<file path="src/rtl/clksel_pkg.sv">
// Package: shared codes and state encoding for the clock source selector.
// Assumes four sources addressed by a 2-bit code.
package clksel_pkg;
    localparam int NUM_SRC = 4;
    localparam int CODE_W  = $clog2(NUM_SRC);

    localparam logic [CODE_W-1:0] SRC_LOWOSC  = 2'b00;
    localparam logic [CODE_W-1:0] SRC_FASTRC  = 2'b01;
    localparam logic [CODE_W-1:0] SRC_SLOWRC  = 2'b10;
    localparam logic [CODE_W-1:0] SRC_PRIMARY = 2'b11;

    typedef enum logic [1:0] {
        ST_RUN     = 2'b00,
        ST_PARK    = 2'b01,
        ST_RELEASE = 2'b10
    } sw_state_t;
endpackage

</file>
<file path="src/rtl/clksel_miss_det.sv">
// Missing-clock detector: counts reference cycles since the last edge pulse
// of the monitored source and flags it dead once the limit is reached.
// Assumes edge_seen is already synchronised to clk; held idle when disabled.
module clksel_miss_det #(
    parameter int CNT_W = 8
) (
    input  logic             clk,
    input  logic             rst_n,
    input  logic             enable,
    input  logic             edge_seen,
    input  logic [CNT_W-1:0] limit,
    output logic             dead
);
    logic [CNT_W-1:0] gap_cnt;

    // Cycle counter since last edge, saturating at the limit.
    always_ff @(posedge clk) begin
        if (!rst_n || !enable || edge_seen) begin
            gap_cnt <= '0;
        end else if (gap_cnt != limit) begin
            gap_cnt <= gap_cnt + 1'b1;
        end
    end

    // Dead when the window has elapsed without an edge.
    always_comb begin
        dead = enable && !edge_seen && (gap_cnt == limit);
    end
endmodule

</file>
<file path="src/rtl/clksel_ctrl.sv">
// Switch controller: loads the reset configuration, accepts software and
// fail-safe requests and sequences park, select and release.
// Assumes osc_valid is synchronised; failure takes priority over software.
module clksel_ctrl
    import clksel_pkg::*;
#(
    parameter int PM_W = 4
) (
    input  logic              clk,
    input  logic              rst_n,
    input  logic [CODE_W-1:0] cfg_src,
    input  logic [PM_W-1:0]   cfg_pmode,
    input  logic              cfg_switch_en,
    input  logic [NUM_SRC-1:0] osc_valid,
    input  logic              dead,
    input  logic              reg_wr,
    input  logic [CODE_W-1:0] reg_new_src,
    input  logic              reg_go,
    input  logic              reg_fail_clr,
    output logic [CODE_W-1:0] cur_src,
    output logic              gate_on,
    output logic              mon_enable,
    output logic              sw_en_q,
    output logic              sw_pending,
    output logic              fail_flag,
    output logic [PM_W-1:0]   prim_mode
);
    sw_state_t         state;
    logic [CODE_W-1:0] tgt_src;
    logic [PM_W-1:0]   pmode_q;
    logic              fail_go;
    logic              sw_go;

    // Request qualification: failure first, software only if still free.
    always_comb begin
        mon_enable = sw_en_q && (state == ST_RUN);
        fail_go    = dead && (cur_src != SRC_FASTRC);
        sw_go      = sw_en_q && (state == ST_RUN) && reg_wr && reg_go &&
                     (reg_new_src != cur_src) && osc_valid[reg_new_src] &&
                     !fail_go;
    end

    // Configuration capture, switch sequencing and sticky flag.
    always_ff @(posedge clk) begin
        if (!rst_n) begin
            pmode_q    <= cfg_pmode;
            sw_en_q    <= cfg_switch_en;
            cur_src    <= cfg_src;
            tgt_src    <= cfg_src;
            gate_on    <= 1'b1;
            state      <= ST_RUN;
            sw_pending <= 1'b0;
            fail_flag  <= 1'b0;
        end else begin
            if (reg_wr && reg_fail_clr) begin
                fail_flag <= 1'b0;
            end
            case (state)
                ST_RUN: begin
                    if (fail_go) begin
                        tgt_src   <= SRC_FASTRC;
                        gate_on   <= 1'b0;
                        fail_flag <= 1'b1;
                        state     <= ST_PARK;
                    end else if (sw_go) begin
                        tgt_src    <= reg_new_src;
                        gate_on    <= 1'b0;
                        sw_pending <= 1'b1;
                        state      <= ST_PARK;
                    end
                end
                ST_PARK: begin
                    if (osc_valid[tgt_src]) begin
                        cur_src <= tgt_src;
                        state   <= ST_RELEASE;
                    end
                end
                ST_RELEASE: begin
                    gate_on    <= 1'b1;
                    sw_pending <= 1'b0;
                    state      <= ST_RUN;
                end
                default: state <= ST_RUN;
            endcase
        end
    end

    // Active primary variant is shown only while on the primary source.
    always_comb begin
        prim_mode = (cur_src == SRC_PRIMARY) ? pmode_q : '0;
    end
endmodule

</file>
<file path="src/rtl/clksel_gate.sv">
// Output gate: turns the select code into one-hot enables, all low while
// parked. Assumes the select only moves while the gate is off.
module clksel_gate
    import clksel_pkg::*;
(
    input  logic [CODE_W-1:0]  sel,
    input  logic               gate_on,
    output logic [NUM_SRC-1:0] src_en
);
    for (genvar i = 0; i < NUM_SRC; i++) begin : g_en
        // One enable per source.
        always_comb begin
            src_en[i] = gate_on && (sel == CODE_W'(i));
        end
    end
endmodule

</file>
<file path="src/rtl/clk_source_sel.sv">
// Top: clock source selector with software switching and fail-safe
// fallback. Assumes all inputs are synchronous to the reference clock.
module clk_source_sel
    import clksel_pkg::*;
#(
    parameter int CNT_W = 8,
    parameter int PM_W  = 4
) (
    input  logic               clk,
    input  logic               rst_n,
    input  logic [CODE_W-1:0]  cfg_src,
    input  logic [PM_W-1:0]    cfg_pmode,
    input  logic               cfg_switch_en,
    input  logic [CNT_W-1:0]   fs_limit,
    input  logic [NUM_SRC-1:0] osc_valid,
    input  logic [NUM_SRC-1:0] osc_edge,
    input  logic               reg_wr,
    input  logic [CODE_W-1:0]  reg_new_src,
    input  logic               reg_go,
    input  logic               reg_fail_clr,
    output logic [NUM_SRC-1:0] src_en,
    output logic               mux_parked,
    output logic [CODE_W-1:0]  cur_src,
    output logic               sw_pending,
    output logic               fail_flag,
    output logic [PM_W-1:0]    prim_mode
);
    logic gate_on;
    logic mon_enable;
    logic dead;
    logic sw_en_q;
    logic mon_edge;

    // Edge pulse of the currently active source feeds the monitor.
    always_comb begin
        mon_edge   = osc_edge[cur_src];
        mux_parked = !gate_on;
    end

    clksel_miss_det #(.CNT_W(CNT_W)) u_det (
        .clk       (clk),
        .rst_n     (rst_n),
        .enable    (mon_enable),
        .edge_seen (mon_edge),
        .limit     (fs_limit),
        .dead      (dead)
    );

    clksel_ctrl #(.PM_W(PM_W)) u_ctrl (
        .clk           (clk),
        .rst_n         (rst_n),
        .cfg_src       (cfg_src),
        .cfg_pmode     (cfg_pmode),
        .cfg_switch_en (cfg_switch_en),
        .osc_valid     (osc_valid),
        .dead          (dead),
        .reg_wr        (reg_wr),
        .reg_new_src   (reg_new_src),
        .reg_go        (reg_go),
        .reg_fail_clr  (reg_fail_clr),
        .cur_src       (cur_src),
        .gate_on       (gate_on),
        .mon_enable    (mon_enable),
        .sw_en_q       (sw_en_q),
        .sw_pending    (sw_pending),
        .fail_flag     (fail_flag),
        .prim_mode     (prim_mode)
    );

    clksel_gate u_gate (
        .sel     (cur_src),
        .gate_on (gate_on),
        .src_en  (src_en)
    );
endmodule

</file>
<file path="config.mk">
export PLATFORM = sky130hd
export DESIGN_NAME = clk_source_sel
export DESIGN_NICKNAME = d
export VERILOG_FILES = /design/src/rtl/clksel_pkg.sv /design/src/rtl/clksel_miss_det.sv /design/src/rtl/clksel_ctrl.sv /design/src/rtl/clksel_gate.sv /design/src/rtl/clk_source_sel.sv
export SDC_FILE = /design/constraint.sdc
export NUM_CORES = 1
export LEC_CHECK = 0
export BUFFER_PORTS_ARGS = -buffer_cell sky130_fd_sc_hd__buf_2
export CAP_MARGIN = 20
export CORE_MARGIN = 8
export CORE_UTILIZATION = 40
export CTS_BUF_LIST = sky130_fd_sc_hd__clkbuf_4 sky130_fd_sc_hd__clkbuf_8 sky130_fd_sc_hd__clkbuf_16
export DETAILED_ROUTE_END_ITERATION = 10
export PLACE_DENSITY = 0.66
export RECOVER_POWER = 25
export REMOVE_ABC_BUFFERS = 1
export SETUP_SLACK_MARGIN = 0.1
export SLEW_MARGIN = 20
export SYNTH_ARGS = -nofsm -noshare
export SYNTH_HDL_FRONTEND = slang
export SYNTH_SLANG_ARGS = --single-unit
</file>
<file path="constraint.sdc">
create_clock -name clk -period 2.06 [get_ports clk]
set_clock_uncertainty 0.1 [all_clocks]
set_input_delay 0.103 -clock clk [delete_from_list [all_inputs] [get_ports clk]]
set_output_delay 0.103 -clock clk [all_outputs]
set_load 0.01 [all_outputs]
</file>
# Word level (Yosys, flattened, before mapping)
# Cells that the tools add are included.
# op_classes
n_eq_ne,17
reduce_logical,29
order_cmp,3
n_addsub,1
mux,27
# op_table
operator,n
$mux 2,10
$logic_and 1x1->1,14
$ne 2x1->1 const B,6
$mux 1,10
$lt 2x3->1 const B,3
$add 8x1->8 const B,1
$eq 8x8->1,1
$ne 8x8->1,1
$reduce_and 2->1,4
$bmux 1 s2,3
$eq 2x2->1 const B,3
$ne 3x1->1 const B,2
$logic_not 1->1,5
$eq 2x1->1 const B,2
$logic_not 2->1,2
$mux 4,1
$pmux 1 s2,2
$pmux 2 s2,1
$reduce_and 3->1,1
$logic_or 1x1->1,2
$ne 2x2->1,1
$ne 2x2->1 const B,1
$reduce_bool 2->1,1
# totals
regBits,22
word_cells,86
in_bits,30
output_inout_bits,13

# Logic depth before layout (Yosys ltp)
# logic_depth
depth_word,12
mapped_depth,6
ltp_nobuf,6

# Hierarchy
# From an unflattened synthesis, not the netlist that was laid out.
# unflattened
hier_cells,130
hier_area_um2,1285.0
# by_module_without_submodules
mod,instances,area_each_um2,seq_area_each_um2,cells_per_inst
clksel_ctrl,1,675.6,370.4,60
clksel_miss_det,1,545.5,160.2,64
clksel_gate,1,37.5,0.0,4
clk_source_sel,1,26.3,0.0,2

# Least setup slack after synthesis
# OpenSTA, ideal clock, no wires.
# synth_path
path_kind,register to register
startpoint,register u_det.gap_cnt[2]
endpoint,register u_ctrl.tgt_src[0] (enable)
setup_time_ps,301
period_less_slack_ps,1880
arrival_time_ps,1478
t_required_ps,1659
stages_incl_launch_ff,7
n_path_buf,1
setup_slack_ps,180
path_cell_list,dfxtp_1 buf_6 xor2_1 nor4_4 nand2_4 nor3_4 nand3b_1
# synth_via
elab_chain_cells,7
# synth_rtl
element,line_no,source
start: declaration,clksel_miss_det.sv:14,logic [CNT_W-1:0] gap_cnt;
start signal: assignment,clksel_miss_det.sv:21,gap_cnt <= gap_cnt + 1'b1;
$eq 8x8->1 *,clksel_miss_det.sv:27,dead = enable && !edge_seen && (gap_cnt == limit);
$logic_and 1x1->1 *,clksel_miss_det.sv:27,
$logic_and 1x1->1 *,clksel_ctrl.sv:37,fail_go = dead && (cur_src != SRC_FASTRC);
$logic_not 1->1,clksel_ctrl.sv:40,!fail_go;
$logic_and 1x1->1,clksel_ctrl.sv:39,(reg_new_src != cur_src) && osc_valid[reg_new_src] &&
$ne 3x1->1 (no line) *,-,
$reduce_and 2->1 (no line) *,-,
end signal: assignment,clksel_ctrl.sv:49,tgt_src <= cfg_src;
end signal: assignment,clksel_ctrl.sv:66,tgt_src <= reg_new_src;
end: declaration,clksel_ctrl.sv:29,logic [CODE_W-1:0] tgt_src;
# Mark *: on every way between the ends. The rest lies on a longest branch, timed or not.
# A chain may end at the register's enable or synchronous reset.

# Worst setup path in the final report
# layout_path
startpoint,register u_ctrl.cur_src[1]
endpoint,register u_ctrl.tgt_src[0] (data pin)
# layout_via
elab_chain_cells,9
elab_cells_between_ends,10
cone_classes,1 x eq/ne; 5 x mux; 4 x reduce/logical
# layout_rtl
element,line_no,source
start: declaration,clksel_ctrl.sv:20,"output logic [CODE_W-1:0] cur_src,"
start signal: assignment,clksel_ctrl.sv:48,cur_src <= cfg_src;
start signal: assignment,clksel_ctrl.sv:74,cur_src <= tgt_src;
$bmux 1 s2,clk_source_sel.sv:36,mon_edge = osc_edge[cur_src];
$mux 1 (not written as such),clk_source_sel.sv:36,
$logic_not 1->1,clksel_miss_det.sv:27,
$logic_and 1x1->1 (2 in a row),clksel_miss_det.sv:27,
$logic_and 1x1->1 *,clksel_ctrl.sv:37,
$mux 2 *,clksel_ctrl.sv:60,if (fail_go) begin
$mux 2 *,clksel_ctrl.sv:58,case (state)
$mux 2 *,clksel_ctrl.sv:45,if (!rst_n) begin
# Mark *: on every way between the ends. The rest lies on a longest branch, timed or not. The select of a mux whose other input is x is not followed.

==> results.py <==
metrics = {
    "critical_path": {
        "slowest_stage": "edfxtp_1",
        "cp_max_fo": 14,
        "crit_buf_inv": 1,
        "cpLargestDelayFamily": "flip-flops",
        "endpoint_kind": "register",
        "cp_slowest_stage_delay_ns": 0.59,
        "startpoint_type": "register",
        "crit_type": "register to register",
        "cp.required_ns": 2.04,
        "crit_arrival_ns": 1.83,
        "crit_chain": "nor2b_1, a211oi_1, a31oi_1, nor3_4, buf_4, o22a_2",
    },
    "synthesis": {
        "netlist_instances": 120,
        "synth_top_cell_by_area": "edfxtp_1",
        "ys_types": 39,
        "ys.flop_type": "dfxtp_1",
        "yosysTopAreaCellShare_pct": 21.7,
        "synth_common_cells": "13 x dfxtp_1, 11 x nand2_1, 10 x nor2_1",
        "synth-async-reset-ratio_pct": 0,
        "synth_area_per_cell_sq_um": 10.4,
        "synth_seq_cells": 22,
        "netlist_area_sq_um": 1240,
        "yosys_warnings": 0,
        "synth_edf_count": 9,
        "ys_top_cells_by_area": "edfxtp_1 22%, dfxtp_1 21%, xnor2_1 5.6%",
        "yosysSeqAreaShare_pct": 42.7,
        "synth_most_common_cell": "dfxtp_1",
    },
    "routing": {
        "drc": 0,
        "firstDrtPassIters": 4,
        "viasPerCell": 5.04,
        "wl_per_cell_microns": 15.0,
        "drt_wl_total_mm": 3.12,
        "first_iter_violations": 34,
        "ant_nets": 0,
        "vias": 1049,
    },
    "timing": {
        "drv_slew": 0,
        "fin_ws_ns": 0.206,
        "rsz0062_at_grt": "false",
        "tightest_slew_ns": 0.399,
        "setup_tns_ns": 0,
        "setup_violations": 0,
        "fmax_mhz": 539,
        "slew_headroom_pct": 73.4,
        "finalCritPeriodShare_pct": 90.0,
        "hold_viol": 0,
        "layout_min_cycle_time_ns": 1.85,
    },
    "cts": {
        "clkSlewWorstSetupHoldPaths_ns": 0.12,
        "cts-resized-gates": 0,
        "htree_levels": 1,
        "cts_root_buf": "clkbuf_4",
        "tritoncts": "yes",
        "cts_made_buffers": 3,
        "clk_latency_ns": 0.31,
        "cts_buffer_depth": 2,
        "clock_sinks": 22,
    },
    "global_routing": {
        "grt_max_degree": 15,
        "grt_pass1_vias": 1173,
        "grt_pass1_wl_mm": 5.26,
        "busiest_layer": "met2",
        "overflow": 0,
        "grt_util_met3_pct": 4.18,
        "grt_use_met2_pct": 23.6,
        "grtUsageMet1_pct": 13.1,
        "grt_usage_pct": 12.5,
        "antenna_found_initial": 0,
    },
    "floorplan": {
        "die_h_microns": 71.8,
        "rows": 20,
        "start_util_pct": 41.4,
        "design.core.area_sq_um": 3000,
        "die_area_sq_um": 5150,
        "die_x_microns": 71.8,
        "num_io_pins": 43,
    },
    "placement": {
        "dp_hpwl_mm": 2.53,
        "place_ws_ns": 0.179,
        "place_area_sq_um": 1510,
        "numPortBuffers": 42,
        "place_congestion": 0.870,
        "dp_cells": 196,
    },
    "status": {
        "status": "complete, no violations",
    },
    "final_layout": {
        "num_antenna_cells": 0,
        "final_cell_count_no_fill": 208,
        "syn2layout_area_growth_pct": 31.4,
        "fin_util_pct": 54.4,
        "final_cell_area_sq_um": 1630,
        "fin_nets": 207,
        "drive_gt1_share_pct": 34.9,
    },
    "min_path": {
        "worstHoldPathType": "primary input to register",
    },
    "power_and_ir_drop": {
        "p_leak_nw": 0.727,
        "ir_drop_mv": 0.316,
        "p_per_area_nw_per_um2": 604,
    },
    "job": {
        "cap_violations": 0,
    },
}
[worst paths after layout]
path                                  startpoint                             end  slack [ns]  cells past startpoint
setup / recovery     u_ctrl.cur_src[1]$_DFFE_PP_     u_ctrl.tgt_src[0]$_DFFE_PP_        0.21                      6
hold / removal                        cfg_src[0]     u_ctrl.tgt_src[0]$_DFFE_PP_        0.03                      2
setup reg to reg     u_ctrl.cur_src[1]$_DFFE_PP_     u_ctrl.tgt_src[0]$_DFFE_PP_        0.21                      6
hold reg to reg   u_ctrl.sw_pending$_SDFFE_PN0P_  u_ctrl.sw_pending$_SDFFE_PN0P_        0.37                      2
[final cells by class]
type | count | area (sq um)
inverters | 5 | 18.8
flip-flops and latches | 22 | 531
fillers | 294 | 1370
repair buffers | 56 | 330
clock buffers | 3 | 22.5
multi-input cells | 88 | 661
clock inverters | 1 | 30.0
well taps | 33 | 41.3
[per-layer routing]
metal  wire length [microns]  up-vias  share of wire (%)
met4                      31        0               0.99
met2                    1630       28                 52
li1                        -      540                  -
met3                     195        4                6.3
met1                    1270      477                 41
met5                       0        -                  0
[worst register-to-register path, cell delays in order (launching register included)]
cell and delay [ns]:
edfxtp_1 0.59, nor2b_1 0.18, a211oi_1 0.06, a31oi_1 0.30
nor3_4 0.06, buf_4 0.15, o22a_2 0.18
[per-stage QoR]
| stage | hold WS, ns | power [mW] |
|---|---|---|
| final | 0.0258 | 0.987 |
| after global routing | 0.00935 | 1.03 |
| after CTS | 0.0118 | 1.00 |
| after detailed placement | 0.187 | 0.657 |
| after global placement | 0.181 | 0.651 |
| after floorplan | 0.0919 | 0.579 |
[state kept, by name (all words and copies together) (netlist names)]
| signal | flops |
|---|---|
| u_ctrl.cur_src | 2 |
| u_ctrl.fail_flag | 1 |
| u_ctrl.gate_on | 1 |
| u_ctrl.pmode_q | 4 |
| u_ctrl.state | 2 |
| u_ctrl.sw_en_q | 1 |
| u_ctrl.sw_pending | 1 |
| u_ctrl.tgt_src | 2 |
| u_det.gap_cnt | 8 |
[where the power goes]
part | total (mW) | internal (mW) | leakage, nW | switching [mW]
logic | 0.167 | 0.0850 | 0.506 | 0.0819
clock network | 0.331 | 0.197 | 0.0279 | 0.134
registers | 0.489 | 0.475 | 0.193 | 0.0147
[timing repair]
item | CTS | global route
setup endpoints to repair | 0 | 2
setup buffers | 0 | 1
hold buffers | 7 | 0
endpoints found under the hold margin | 7 | 0
[cells in the final DEF (no fill, tap or decap), types with 4 or more instances in the layout]
cell type / instances
buf_2: 40
dfxtp_1: 13
nand2_1: 11
nor2_1: 10
edfxtp_1: 9
xor2_1: 8
xnor2_1: 8
dlygate4sd3_1: 7
buf_4: 7
a21oi_1: 6
inv_1: 5
and3_1: 5
nand3_1: 4
[cells by family after synthesis]
group | after synthesis | synth area share [%]
buf+inv | 10 | 4.23
flops | 22 | 42.7
xor+xnor | 16 | 11.3
compound gates | 20 | 11.4
simple gates | 47 | 23.1
mux | 4 | 6.34
fa+ha+maj | 1 | 1.01
Power figures use the tool's default switching activity.
